===== config.mk =====
export PLATFORM = sky130hd
export DESIGN_NAME = ext_irq_ctrl
export DESIGN_NICKNAME = d
export VERILOG_FILES = /design/src/rtl/eic_pkg.sv /design/src/rtl/irq_sync.sv /design/src/rtl/irq_line_sense.sv /design/src/rtl/irq_regs.sv /design/src/rtl/ext_irq_ctrl.sv
export SDC_FILE = /design/constraint.sdc
export NUM_CORES = 1
export LEC_CHECK = 0
export ABC_AREA = 1
export BUFFER_PORTS_ARGS = -buffer_cell sky130_fd_sc_hd__buf_2
export CAP_MARGIN = 30
export CORE_ASPECT_RATIO = 0.6
export CORE_MARGIN = 3
export CORE_UTILIZATION = 30
export CTS_CLUSTER_SIZE = 16
export DETAILED_ROUTE_END_ITERATION = 12
export PLACE_DENSITY = 0.53
export SLEW_MARGIN = 5
export SYNTH_ARGS = -nofsm -noshare
export SYNTH_HDL_FRONTEND = slang
export SYNTH_HIERARCHICAL = 1
export SYNTH_SLANG_ARGS = --single-unit

===== constraint.sdc =====
create_clock -name clk -period 1.8 [get_ports clk]
set_input_delay 0.27 -clock clk [delete_from_list [all_inputs] [get_ports clk]]
set_output_delay 0.27 -clock clk [all_outputs]
set_load 0.01 [all_outputs]

===== src/rtl/eic_pkg.sv =====
package eic_pkg;
  localparam int REG_W  = 32;
  localparam int ADDR_W = 6;

  // Byte offsets: software depends on these positions.
  localparam logic [ADDR_W-1:0] OFS_EN_SET = 6'h00;
  localparam logic [ADDR_W-1:0] OFS_EN_CLR = 6'h04;
  localparam logic [ADDR_W-1:0] OFS_MASK   = 6'h08;
  localparam logic [ADDR_W-1:0] OFS_PEND   = 6'h0C;
  localparam logic [ADDR_W-1:0] OFS_ACK    = 6'h10;
  localparam logic [ADDR_W-1:0] OFS_SENSE  = 6'h14;
  localparam logic [ADDR_W-1:0] OFS_EDGPOL = 6'h18;
  localparam logic [ADDR_W-1:0] OFS_LVLPOL = 6'h1C;
  localparam logic [ADDR_W-1:0] OFS_NMI    = 6'h24;
endpackage


===== src/rtl/irq_sync.sv =====
module irq_sync #(
  parameter int WIDTH = 8
) (
  input  logic             clk,
  input  logic             rst_n,
  input  logic [WIDTH-1:0] async_i,
  output logic [WIDTH-1:0] cur_o,
  output logic [WIDTH-1:0] prev_o
);
  logic [WIDTH-1:0] meta_q, sync_q, hist_q;

  always_ff @(posedge clk or negedge rst_n) begin
    if (!rst_n) begin
      meta_q <= '0;
      sync_q <= '0;
      hist_q <= '0;
    end else begin
      meta_q <= async_i;
      sync_q <= meta_q;
      hist_q <= sync_q;
    end
  end

  assign cur_o  = sync_q;
  assign prev_o = hist_q;
endmodule


===== src/rtl/irq_line_sense.sv =====
module irq_line_sense (
  input  logic clk,
  input  logic rst_n,
  input  logic mode_i,      // 1 = level, 0 = edge
  input  logic edge_pol_i,  // 1 = rising, 0 = falling
  input  logic lvl_pol_i,   // 1 = high, 0 = low
  input  logic cur_i,
  input  logic prev_i,
  input  logic ack_i,
  output logic pend_o
);
  logic pend_q, pend_d;
  logic rise, fall, edge_hit, lvl_hit;

  always_comb begin
    rise     = cur_i & ~prev_i;
    fall     = ~cur_i & prev_i;
    edge_hit = edge_pol_i ? rise : fall;
    lvl_hit  = (cur_i == lvl_pol_i);
    if (mode_i) pend_d = lvl_hit;
    else        pend_d = edge_hit | (pend_q & ~ack_i);
  end

  always_ff @(posedge clk or negedge rst_n) begin
    if (!rst_n) pend_q <= 1'b0;
    else        pend_q <= pend_d;
  end

  assign pend_o = pend_q;

  AST_EDGE_LATCH: assert property (@(posedge clk) disable iff (!rst_n)
    (!mode_i && pend_q && !ack_i) |=> pend_q);
  AST_ACK_CLEARS: assert property (@(posedge clk) disable iff (!rst_n)
    (!mode_i && ack_i && (cur_i == prev_i)) |=> !pend_q);
  AST_LVL_IDLE: assert property (@(posedge clk) disable iff (!rst_n)
    (mode_i && (cur_i != lvl_pol_i)) |=> !pend_q);
endmodule


===== src/rtl/irq_regs.sv =====
module irq_regs
  import eic_pkg::*;
#(
  parameter int NUM_LINES = 12
) (
  input  logic                 clk,
  input  logic                 rst_n,
  input  logic [ADDR_W-1:0]    addr_i,
  input  logic                 wen_i,
  input  logic [REG_W-1:0]     wdata_i,
  input  logic [NUM_LINES-1:0] pend_i,
  output logic [NUM_LINES-1:0] mask_o,
  output logic [NUM_LINES-1:0] mode_o,
  output logic [NUM_LINES-1:0] edge_o,
  output logic [NUM_LINES-1:0] lvl_o,
  output logic [NUM_LINES-1:0] ack_o,
  output logic                 nmi_en_o,
  output logic [REG_W-1:0]     rdata_o
);
  logic [NUM_LINES-1:0] mask_q, mask_d, mode_q, mode_d;
  logic [NUM_LINES-1:0] edge_q, edge_d, lvl_q, lvl_d;
  logic                 nmi_q, nmi_d;
  logic                 mask_en, mode_en, edge_en, lvl_en, nmi_en;
  logic [NUM_LINES-1:0] wd;
  logic                 unused_wdata;

  assign wd           = wdata_i[NUM_LINES-1:0];
  assign unused_wdata = ^wdata_i;

  function automatic logic [REG_W-1:0] widen(input logic [NUM_LINES-1:0] v);
    widen = '0;
    widen[NUM_LINES-1:0] = v;
  endfunction

  // Clock enables
  always_comb begin
    mask_en = wen_i && ((addr_i == OFS_EN_SET) || (addr_i == OFS_EN_CLR));
    mode_en = wen_i && (addr_i == OFS_SENSE);
    edge_en = wen_i && (addr_i == OFS_EDGPOL);
    lvl_en  = wen_i && (addr_i == OFS_LVLPOL);
    nmi_en  = wen_i && (addr_i == OFS_NMI);
  end

  // Next state
  always_comb begin
    mask_d = (addr_i == OFS_EN_SET) ? (mask_q | wd) : (mask_q & ~wd);
    mode_d = wd;
    edge_d = wd;
    lvl_d  = wd;
    nmi_d  = wdata_i[0];
    ack_o  = (wen_i && (addr_i == OFS_ACK)) ? wd : '0;
  end

  always_ff @(posedge clk or negedge rst_n) begin
    if (!rst_n) begin
      mask_q <= '0;
      mode_q <= '0;
      edge_q <= '0;
      lvl_q  <= '0;
      nmi_q  <= 1'b0;
    end else begin
      if (mask_en) mask_q <= mask_d;
      if (mode_en) mode_q <= mode_d;
      if (edge_en) edge_q <= edge_d;
      if (lvl_en)  lvl_q  <= lvl_d;
      if (nmi_en)  nmi_q  <= nmi_d;
    end
  end

  // Readback
  always_comb begin
    case (addr_i)
      OFS_MASK:   rdata_o = widen(mask_q);
      OFS_PEND:   rdata_o = widen(pend_i);
      OFS_SENSE:  rdata_o = widen(mode_q);
      OFS_EDGPOL: rdata_o = widen(edge_q);
      OFS_LVLPOL: rdata_o = widen(lvl_q);
      OFS_NMI:    rdata_o = {{(REG_W-1){1'b0}}, nmi_q};
      default:    rdata_o = '0;
    endcase
  end

  assign mask_o   = mask_q;
  assign mode_o   = mode_q;
  assign edge_o   = edge_q;
  assign lvl_o    = lvl_q;
  assign nmi_en_o = nmi_q;

  AST_MASK_SET: assert property (@(posedge clk) disable iff (!rst_n)
    (wen_i && addr_i == OFS_EN_SET) |=> ((mask_q & $past(wd)) == $past(wd)));
  AST_MASK_CLR: assert property (@(posedge clk) disable iff (!rst_n)
    (wen_i && addr_i == OFS_EN_CLR) |=> ((mask_q & $past(wd)) == '0));
  AST_MASK_HOLD: assert property (@(posedge clk) disable iff (!rst_n)
    !(wen_i && (addr_i == OFS_EN_SET || addr_i == OFS_EN_CLR)) |=> $stable(mask_q));
  AST_NMI_UPPER_ZERO: assert property (@(posedge clk) disable iff (!rst_n)
    (addr_i == OFS_NMI) |-> (rdata_o[REG_W-1:1] == '0));
endmodule


===== src/rtl/ext_irq_ctrl.sv =====
module ext_irq_ctrl
  import eic_pkg::*;
#(
  parameter int NUM_LINES = 12
) (
  input  logic                 clk,
  input  logic                 rst_n,
  input  logic [NUM_LINES-1:0] irq_in,
  input  logic [ADDR_W-1:0]    bus_addr,
  input  logic                 bus_wen,
  input  logic [REG_W-1:0]     bus_wdata,
  output logic [REG_W-1:0]     bus_rdata,
  output logic                 irq_out,
  output logic                 nmi_out
);
  logic [NUM_LINES-1:0] cur, prev, pend, mask, mode, edg, lvl, ack, gated;
  logic                 nmi_en;

  irq_sync #(.WIDTH(NUM_LINES)) sync_i (
    .clk(clk), .rst_n(rst_n), .async_i(irq_in), .cur_o(cur), .prev_o(prev)
  );

  irq_regs #(.NUM_LINES(NUM_LINES)) regs_i (
    .clk(clk), .rst_n(rst_n), .addr_i(bus_addr), .wen_i(bus_wen),
    .wdata_i(bus_wdata), .pend_i(pend), .mask_o(mask), .mode_o(mode),
    .edge_o(edg), .lvl_o(lvl), .ack_o(ack), .nmi_en_o(nmi_en),
    .rdata_o(bus_rdata)
  );

  for (genvar i = 0; i < NUM_LINES; i++) begin : g_line
    irq_line_sense line_i (
      .clk(clk), .rst_n(rst_n), .mode_i(mode[i]), .edge_pol_i(edg[i]),
      .lvl_pol_i(lvl[i]), .cur_i(cur[i]), .prev_i(prev[i]), .ack_i(ack[i]),
      .pend_o(pend[i])
    );
  end

  always_comb begin
    gated    = pend & mask;
    gated[0] = gated[0] & ~nmi_en;
    irq_out  = |gated;
    nmi_out  = nmi_en & pend[0];
  end

  AST_IRQ_ANY: assert property (@(posedge clk) disable iff (!rst_n)
    (!nmi_en && ((pend & mask) != '0)) |-> irq_out);
  AST_IRQ_NONE: assert property (@(posedge clk) disable iff (!rst_n)
    ((pend & mask) == '0) |-> !irq_out);
  AST_NMI_STEER: assert property (@(posedge clk) disable iff (!rst_n)
    (nmi_en && pend[0]) |-> nmi_out);
  AST_NMI_OFF: assert property (@(posedge clk) disable iff (!rst_n)
    !nmi_en |-> !nmi_out);
endmodule


# Yosys cells after proc, flatten, opt, wreduce, memory -nomap -nowiden
# Cells that the tools add are included.
[word_totals]
register_bits = 97
inputBits = 53
out_inout_bits = 34
wordCells = 167
[op_classes]
eq_ne = 20
n_mux = 27
bitwise = 91
n_reduce_logical = 9
[ops]
columns = ["op", "count"]
rows = [
  ["$pmux W12 S6", 1],
  ["$and A1 B1 Y1", 38],
  ["$not A1 Y1", 37],
  ["$and A12 B12 Y12", 2],
  ["$eq A6 B5 Y1 const B", 4],
  ["$mux W1", 24],
  ["$mux W12", 2],
  ["$eq A1 B1 Y1", 12],
  ["$eq A6 B4 Y1 const B", 2],
  ["$not A12 Y12", 1],
  ["$or A1 B1 Y1", 12],
  ["$or A12 B12 Y12", 1],
  ["$reduce_or A12 Y1", 1],
  ["$eq A6 B3 Y1 const B", 1],
  ["$eq A6 B6 Y1 const B", 1],
  ["$logic_and A1 B1 Y1", 6],
  ["$logic_not A6 Y1", 1],
  ["$logic_or A1 B1 Y1", 1],
]

# Depth between registers and ports, before layout
# Gate-level depths: netlist of the first run.
[logic_depth]
depth_word = 7
mapped_depth = 11
mapped_depth_nobuf = 10

# Modules after synthesis
# Netlist of the first run, hierarchy kept.
[by_module_without_submodules]
columns = ["module", "n_inst", "cells_per_inst", "area_per_inst_um2", "seq_area_each_um2"]
rows = [
  ["irq_regs", 1, 393, 2810.2, 1226.2],
  ["irq_line_sense", 12, 16, 82.6, 25.0],
  ["irq_sync", 1, 36, 900.9, 900.9],
  ["ext_irq_ctrl", 1, 25, 98.8, 0.0],
]

# Worst setup path after synthesis of the first run
# Ideal clock, no wire load.
[synth_timing]
kind = "input-to-output"
from = "in bus_addr[0]"
to = "out bus_rdata[6]"
arrival_ps = 1121
t_required_ps = 1530
path_slack_ps = 409
cell_stages = 7
path_buffers = 1
cell_sequence = "inv_1 nand2_2 nor2_1 buf_2 nand3_1 and2_1 nand2_1"
[synth_between]
elab_chain_cells = 2
elab_cells_between_ends = 7
classes_between = "eq/ne: 6; mux: 1"
[synth_lines]
columns = ["item", "line", "source"]
rows = [
  ["from (decl)", "ext_irq_ctrl.sv:9", "input logic [ADDR_W-1:0] bus_addr,"],
  ["$eq A6 B6 Y1 (tied with other cells)", "irq_regs.sv:72", "case (addr_i)"],
  ["$pmux W12 S6 (*)", "irq_regs.sv:72", ""],
  ["to (decl)", "ext_irq_ctrl.sv:12", "output logic [REG_W-1:0] bus_rdata,"],
]
# Mark *: on every way between the ends. The rest lies on a longest branch, timed or not.

# Worst setup path after layout of the first run
[layout_timing]
from = "in bus_addr[0]"
to = "out bus_rdata[8]"
# Same word-level chain as after synthesis.

==> results of run 1 <==
[power groups by stage]
stage	clock network [mW]	registers [mW]	logic, mW
finish	1.96	2.65	0.641
global route	2.11	2.69	0.756
CTS	2.02	2.65	0.645
detailed placement	0	2.69	0.641
global placement	0	2.69	0.633
floorplan	0	2.61	0.450
[repair_timing]
action,4_1_cts,5_1_grt
hold endpoints to repair,29,0
buffers inserted,0,0
resized for setup,0,5
setup endpoints to repair,0,4
hold buffers,1,0
[per-layer routing]
metal  GRT usage [%]  vias up  part of all wire [%]
met4            2.92        0                   1.2
met3            3.65       15                   5.7
met2            18.0      116                    37
met5               0        -                     0
li1                -     2059                     -
met1            23.9     1875                    56
[critical path: cells and delay by family]
kind / cells / cell delay, ps
and+or+nand+nor: 5 / 610
buffers and inverters: 4 / 520
[cell families after synthesis]
| kind of cell | after synthesis | share of synthesized area [%] |
|---|---|---|
| buffers and inverters | 119 | 11.4 |
| and+or+nand+nor | 375 | 32.1 |
| DFF | 97 | 50.6 |
| other | 1 | 0.0781 |
| AOI/OAI and AO/OA | 54 | 5.84 |
[per-stage QoR]
step                power (mW)  hold slack [ps]  utilization [%]  setup WS, ps
floorplan                 3.06            -25.6                -           409
global placement          3.32              257             34.6          55.3
detailed placement        3.33              259             34.6          26.8
CTS                       5.31             14.8             36.6          17.2
global route              5.55             12.9             36.7          19.1
finish                    5.25             24.9             36.7           131
[area by class of cell]
class / instances / area share [%]
Clock inverter: 3 / 0.704
Tap cell: 203 / 4.47
Clock buffer: 12 / 4.51
Sequential cell: 97 / 42.7
Multi-Input combinational cell: 449 / 33.6
Inverter: 81 / 5.35
Timing Repair Buffer: 72 / 8.73
[layout by cell type (no fill, tap or decap), drive strengths merged]
cell / n
clkinv: 2
and2: 4
o21ai: 50
dlygate4sd3: 1
nand2: 197
o21a: 4
nand3: 55
bufinv: 1
conb: 20
inv: 81
clkbuf: 12
dfrtp: 97
buf: 71
nand4: 1
nor3: 1
nor2: 117
[path summary, 6_finish.rpt]
kind | end | slack [ps] | cells past startpoint | from
worst min register to register | sync_i/cur_o[4] | 350 | 0 | sync_i/meta_q[4]
worst max register to register | g_line[0].line_i/pend_o | 960 | 4 | sync_i/cur_o[0]
max in group asynchronous | sync_i/cur_o[10] | 800 | 3 | rst_n
min in group asynchronous | sync_i/meta_q[1] | 420 | 2 | rst_n
worst min-delay path | sync_i/meta_q[10] | 20 | 1 | irq_in[10]
worst max-delay path | bus_rdata[8] | 130 | 9 | bus_addr[0]
==> metrics.md, run 1 <==
| Metric | Value |
|---|---|
| Clock Latency Late Sink | 350 ps |
| Number of buffers created by CTS | 9 |
| Post-synthesis cell count | 646 |
| Tcrit/Tclk final | 92.7% |
| Max Clock Freq | 0.599 GHz |
| Count of distinct cell types in the synthesized netlist | 21 |
| Net Sw Frac | 27.4% |
| Vias in the first global route | 3574 |
| Slowest stage cell, crit path | buf_4 |
| Placeable Area | 0.0155 mm2 |
| Avg Cell Area, Syn | 7.43 um2 |
| Final Hold Violating Endpoints | 0 |
| Number of synthesized flops with an enable pin | 0 |
| Final Cell Area | 0.00569 mm2 |
| GRT Resource Usage Total | 14.4% |
| Max Cap Viol | 0 |
| Clk slew on worst S/H paths | 60 ps |
| WP data required | 1530 ps |
| Worst setup EP type | primary output |
| Synth Flop Type | dfrtp_1 |
| TritonCTS clock tree | done |
| DRC | 0 |
| Max incr delay on CP | 210 ps |
| CP startpoint kind | primary input |
| Switching pwr | 1.44 mW |
| RSZ-0062 raised after global routing | no |
| CP arrival | 1400 ps |
| Most numerous cell in the Yosys netlist | nand2_1 |
| Pwr Density | 923 mW/mm2 |
| Routability Congestion | 0.825 |
| Overflow left after global routing | 0 |
| Register area share after synthesis | 50.6% |
| Synth area leader | dfrtp_1 |
| Clock group share of total power | 37.3% |
| Endpoints failing setup | 0 |
| Die height | 104 um |
| First-pass GRT wire length | 19800 um |
| Initial antenna violation count | 0 |
| Largest net degree at the start of global routing | 44 |
| Worst vdd ir | 376 uV |
| Area occupied by multi-input gates | 0.00191 mm2 |
| Sequential fraction of design power | 50.4% |
| Fill cells | 1661 |
| Routed wire length per instance | 13.3 um |
| Final ANT Viol Nets | 0 |
| CTS H-tree lvls | 3 |
| Min cycle time layout | 1670 ps |
| Pleak | 2.98 nW |
| Starting density of the core | 31.0% |
| TritonRoute pass-1 iters | 5 |
| Layout Skew | 5.56 ps |
| Syn. warnings | 6 |
| Sequential Area | 0.00243 mm2 |
| DRT Wirelength | 12200 um |
| Dpl hpwl | 8900 um |
| Vias | 4065 |
| Area share of the largest cell type after synthesis | 50.6% |
| CP max FO | 9 |
| Int Power | 3.81 mW |
| Layout cell share with drive strength beyond 1 | 13.6% |
| Nets | 763 |
| CTS Buffer Depth | 2 |
| Outcome | completed |
| Post-synth ARST share | 100% |
| Synthesis-stage register bit count | 97 |
| Clock root buffer | clkbuf_16 |
| Non-Filler Instances | 917 |
| Combinational power share | 12.2% |
| Row cnt | 35 |
| Synth Cell Area | 0.00480 mm2 |
| Critical path type | in2out |
| Most frequent CP cell | buf_2 |
| Max-slew violation count | 0 |
| Sinks on Clock Net | 97 |
| N_diodes | 0 |
| Chip Width | 169 um |
| CP cell instances | buf_2, inv_1, nand2_2, nor2_4, buf_4, nand3_1, and2_1, nand2_1, buf_2 |
| Synth top area cells | dfrtp_1 51%, nand2_1 15%, nor2_1 8.8% |
| Placed cell areas | 0.00536 mm2 |
| Vias per inst | 4.43 |
| Final setup TNS | 0 ps |
| Layout area overhead | 18.5% |
| PortBufs | 46 |
| Top Ports | 87 |
| Inst Count DP | 901 |
| Hold Path Class | in2reg |
| Initial detailed-routing violation count | 333 |
| Die area | 0.0176 mm2 |
| Synth top cells by count | 194 x nand2_1, 112 x nor2_1, 97 x dfrtp_1, 81 x inv_1, 54 x nand3_1 |
No activity file was read; power rests on OpenSTA's default activity.
==> run 2: changes to the inputs <==
ABC_AREA = default   (was 1)
==> run 2 against run 1 <==
Against the previous run:
- the flow now finishes with violations (negative setup slack)
- hold slack improved by 8.1 ps
- critical path depth decreased by 5
- combinational power up 4.2%
- area after synthesis is 4.0% lower
- setup slack lost 330 ps
- non-clock buffer count is 14 higher
- via count decreased by 13%
- first-iteration DRC count decreased by 7.5%
- die area decreased by 3.8%
- register-to-register slack got worse by 240 ps
==> metrics.md, run 2 <==
| Metric | Value |
|---|---|
| Outcome | complete, but fails checks |
| Failing checks | negative setup slack |
| Largest family of logic cells by synthesized area | simple AND/OR/NAND/NOR gates |
| Overflow left after global routing | 0 (unchanged) |
| Switching pwr | 1.40 mW (-2.7%) |
| Initial antenna violation count | 0 (unchanged) |
| Slew margin rel. | 65.9% |
| Avg Cell Area, Syn | 11.0 um2 (+48%) |
| Final setup TNS | -203 ps (-203 ps) |
| Die area | 0.0169 mm2 (-3.8%) |
| Mux share of post-synthesis cell area | 14.6% (+15 points) |
| WP data required | 1530 ps (about the same) |
| TritonCTS clock tree | done |
| Vias | 3542 (-13%) |
| Area share of the largest cell type after synthesis | 52.6% (+2.1 points) |
| Most numerous cell in the Yosys netlist | dfrtp_1 |
| N_diodes | 0 (unchanged) |
| Clock group share of total power | 38.8% (+1.5 points) |
| Initial detailed-routing violation count | 308 (-7.5%) |
| Placed cell areas | 0.00521 mm2 (-2.9%) |
| Bufs and invs on worst path | 1 (-3) |
| Layout Skew | 6.58 ps (+1.02 ps) |
| Synthesis-stage register bit count | 97 (unchanged) |
| Max Clock Freq | 0.499 GHz (-17%) |
| Min cycle time layout | 2000 ps (+333 ps) |
| Number of synthesized flops with an enable pin | 0 (unchanged) |
| Net Sw Frac | 26.0% (-1.4 points) |
| First-pass GRT wire length | 18900 um (-4.8%) |
| Layout cell share with drive strength beyond 1 | 33.3% (+20 points) |
| Commonest non-fill, non-tap cell in the layout | dfrtp_1 |
| Number of buffers created by CTS | 9 (unchanged) |
| Register area share after synthesis | 52.6% (+2.1 points) |
| Starting density of the core | 31.2% (+0.27 points) |
| Clk slew on worst S/H paths | 70 ps (about the same) |
| Vias in the first global route | 3414 (-4.5%) |
| Critical path's top delay family | compound AO/OA/AOI/OAI gates |
| Setup ws final | -203 ps (-333 ps) |
| Sinks on Clock Net | 97 (unchanged) |
| Dpl hpwl | 8480 um (-4.7%) |
| Post-synthesis cell count | 419 (-35%) |
| Count of distinct cell types in the synthesized netlist | 38 (+81%) |
| Synth area leader | dfrtp_1 |
| Endpoints failing setup | 1 (+1) |
| Compound-Gate Fraction of Synth Area | 8.06% (+2.2 points) |
| Int Power | 3.99 mW (+4.7%) |
| Final Cell Area | 0.00562 mm2 (-1.1%) |
| Routed wire length per instance | 17.1 um (+28%) |
| Post-synth ARST share | 100% (unchanged) |
| Pwr Density | 958 mW/mm2 (+3.8%) |
| Top Ports | 87 (unchanged) |
| Max Cap Viol | 0 (unchanged) |
| Syn. warnings | 6 (unchanged) |
| CP cell instances | a222oi_1, and3_1, o211ai_1, buf_2 |
| Synth top cells by count | 97 x dfrtp_1, 58 x mux2_2, 45 x nand3_1, 37 x nor2_1, 25 x a221oi_1 |
| Post-Synth Simple-Gate Area | 17.4% (-15 points) |
| CP startpoint kind | flop |
| Pleak | 2.68 nW (-10%) |
| CP arrival | 1730 ps (+330 ps) |
| Nets | 549 (-28%) |
| Max incr delay on CP | 470 ps (+260 ps) |
| XOR/XNOR Fraction of Synth Area | 0% (unchanged) |
| Slowest stage cell, crit path | a222oi_1 |
| RSZ-0062 raised after global routing | yes |
| GRT Resource Usage Total | 14.2% (-0.15 points) |
| Routability Congestion | 0.784 (-4.9%) |
| Chip Width | 166 um (-1.9%) |
| Worst setup EP type | primary output |
| Clock root buffer | clkbuf_16 |
| DRC | 0 (unchanged) |
| Synth Flop Type | dfrtp_1 |
| Combinational power share | 12.4% (+0.2 points) |
| Worst vdd ir | 420 uV (+12%) |
| CTS H-tree lvls | 3 (unchanged) |
| CTS Buffer Depth | 2 (unchanged) |
| Final Hold Violating Endpoints | 0 (unchanged) |
| Clock Latency Late Sink | 340 ps (about the same) |
| Synth Cell Area | 0.00461 mm2 (-4.0%) |
| Die height | 102 um (-1.9%) |
| Largest net degree at the start of global routing | 33 (-25%) |
| Worst slew pin tran | 512 ps |
| Synth top area cells | dfrtp_1 53%, mux2_2 14%, nand3_1 4.9% |
| Power Total | 5.39 mW (+2.7%) |
| CP max FO | 3 (-6) |
| Layout area overhead | 22.0% |
| DRT Wirelength | 11900 um (-2.2%) |
| Vias per inst | 5.07 (+14%) |
| Post-Synth Adder-Cell Area | 0% (unchanged) |
| Final ANT Viol Nets | 0 (unchanged) |
| Max-slew violation count | 0 (unchanged) |
| Critical path type | reg2out |
| PortBufs | 46 (unchanged) |
| Row cnt | 34 (-2.9%) |
| Commonest cells after routing, fill and taps aside | 97 x dfrtp_1, 57 x mux2_2, 45 x buf_2, 45 x nand3_1, 37 x nor2_1 |
| Placeable Area | 0.0148 mm2 (-4.8%) |
| TritonRoute pass-1 iters | 5 (unchanged) |
| Sequential fraction of design power | 48.8% (-1.6 points) |
| Hold Path Class | in2reg |
| Tcrit/Tclk final | 111% (+19 points) |
==> run 2: cell count changes in the layout (fill, tap and decap cells not counted), sizes merged, moves of 13 or more <==
cell / delta
a221oi: +25
and3: +18
buf: +13
inv: -55
mux2: +59
nand2: -181
nor2: -80
o21ai: -33
==> run 2: repair_timing <==
action                                  4_1_cts  5_1_grt
pin swaps                                     3        5
endpoints found under the hold margin        27        0
cloned                                        0        1
endpoints found under the setup margin        2        5
setup buffers                                 1        6
gates resized for setup                       1        9
hold buffers                                  1        0
==> run 2: routing by layer <==
layer / global-route usage (%) / up-vias / routed length, um
li1: - / 1634 / -
met1: 21.3 / 1785 / 6020
met2: 20.8 / 114 / 5130
met3: 3.63 / 9 / 691
met4: 3.00 / 0 / 90
met5: 0 / - / 0
==> run 2: stage by stage <==
stage          instances  utilization, %  hold WS, ps  setup WS [ps]
2_1_floorplan        438               -        -25.6            153
3_3_place_gp         677            35.3          246           7.60
3_5_place_dp         677            35.3          244          -2.86
4_1_cts              695            37.6         23.1           -189
5_1_grt              699            38.1         24.1           -287
6_report             699            38.1         33.0           -203
==> run 2: power by group through the flow <==
stage	registers (mW)	clock network [mW]	logic, mW
after global placement	2.65	0	0.620
final	2.63	2.09	0.668
after CTS	2.62	2.16	0.652
after global routing	2.66	2.23	0.752
after detailed placement	2.66	0	0.643
after floorplan	2.58	0	0.436
==> run 2: cell type report <==
cell class	count	area (um2)
Clock inverter	6	87.6
Fill cell	1443	9140
Sequential cell	97	2430
Tap cell	198	248
Clock buffer	10	239
Multi-Input combinational cell	278	1950
Timing Repair Buffer	86	581
Inverter	24	90.1
==> run 2: cells by family (layout without fill, tap and decap cells) <==
family	after synthesis	after routing
multiplexers	60	60
AND/OR/NAND/NOR	147	147
other	1	20
flip-flops	97	97
AO/OA/AOI/OAI	51	51
buffers and inverters	63	126
==> run 2: path summary, 6_finish.rpt <==
check                                 start                 endpoint  slack, ps  cells past startpoint
min reg2reg                sync_i/meta_q[6]          sync_i/cur_o[6]        350                      0
max                                    flop                  irq_out       -200                      4
min in group asynchronous             rst_n         regs_i/mode_o[1]        410                      2
min                              irq_in[10]        sync_i/meta_q[10]         30                      1
max reg2reg                regs_i/edge_o[9]  g_line[9].line_i/pend_o        720                      4
max in group asynchronous             rst_n          regs_i/lvl_o[0]        840                      3
==> run 2: worst reg2reg max path, cell delays in order (launching register included) <==
cell and delay [ps]:
dfrtp_1 410, buf_4 130, nor2_1 30, a221oi_1 270, o21ai_1 110
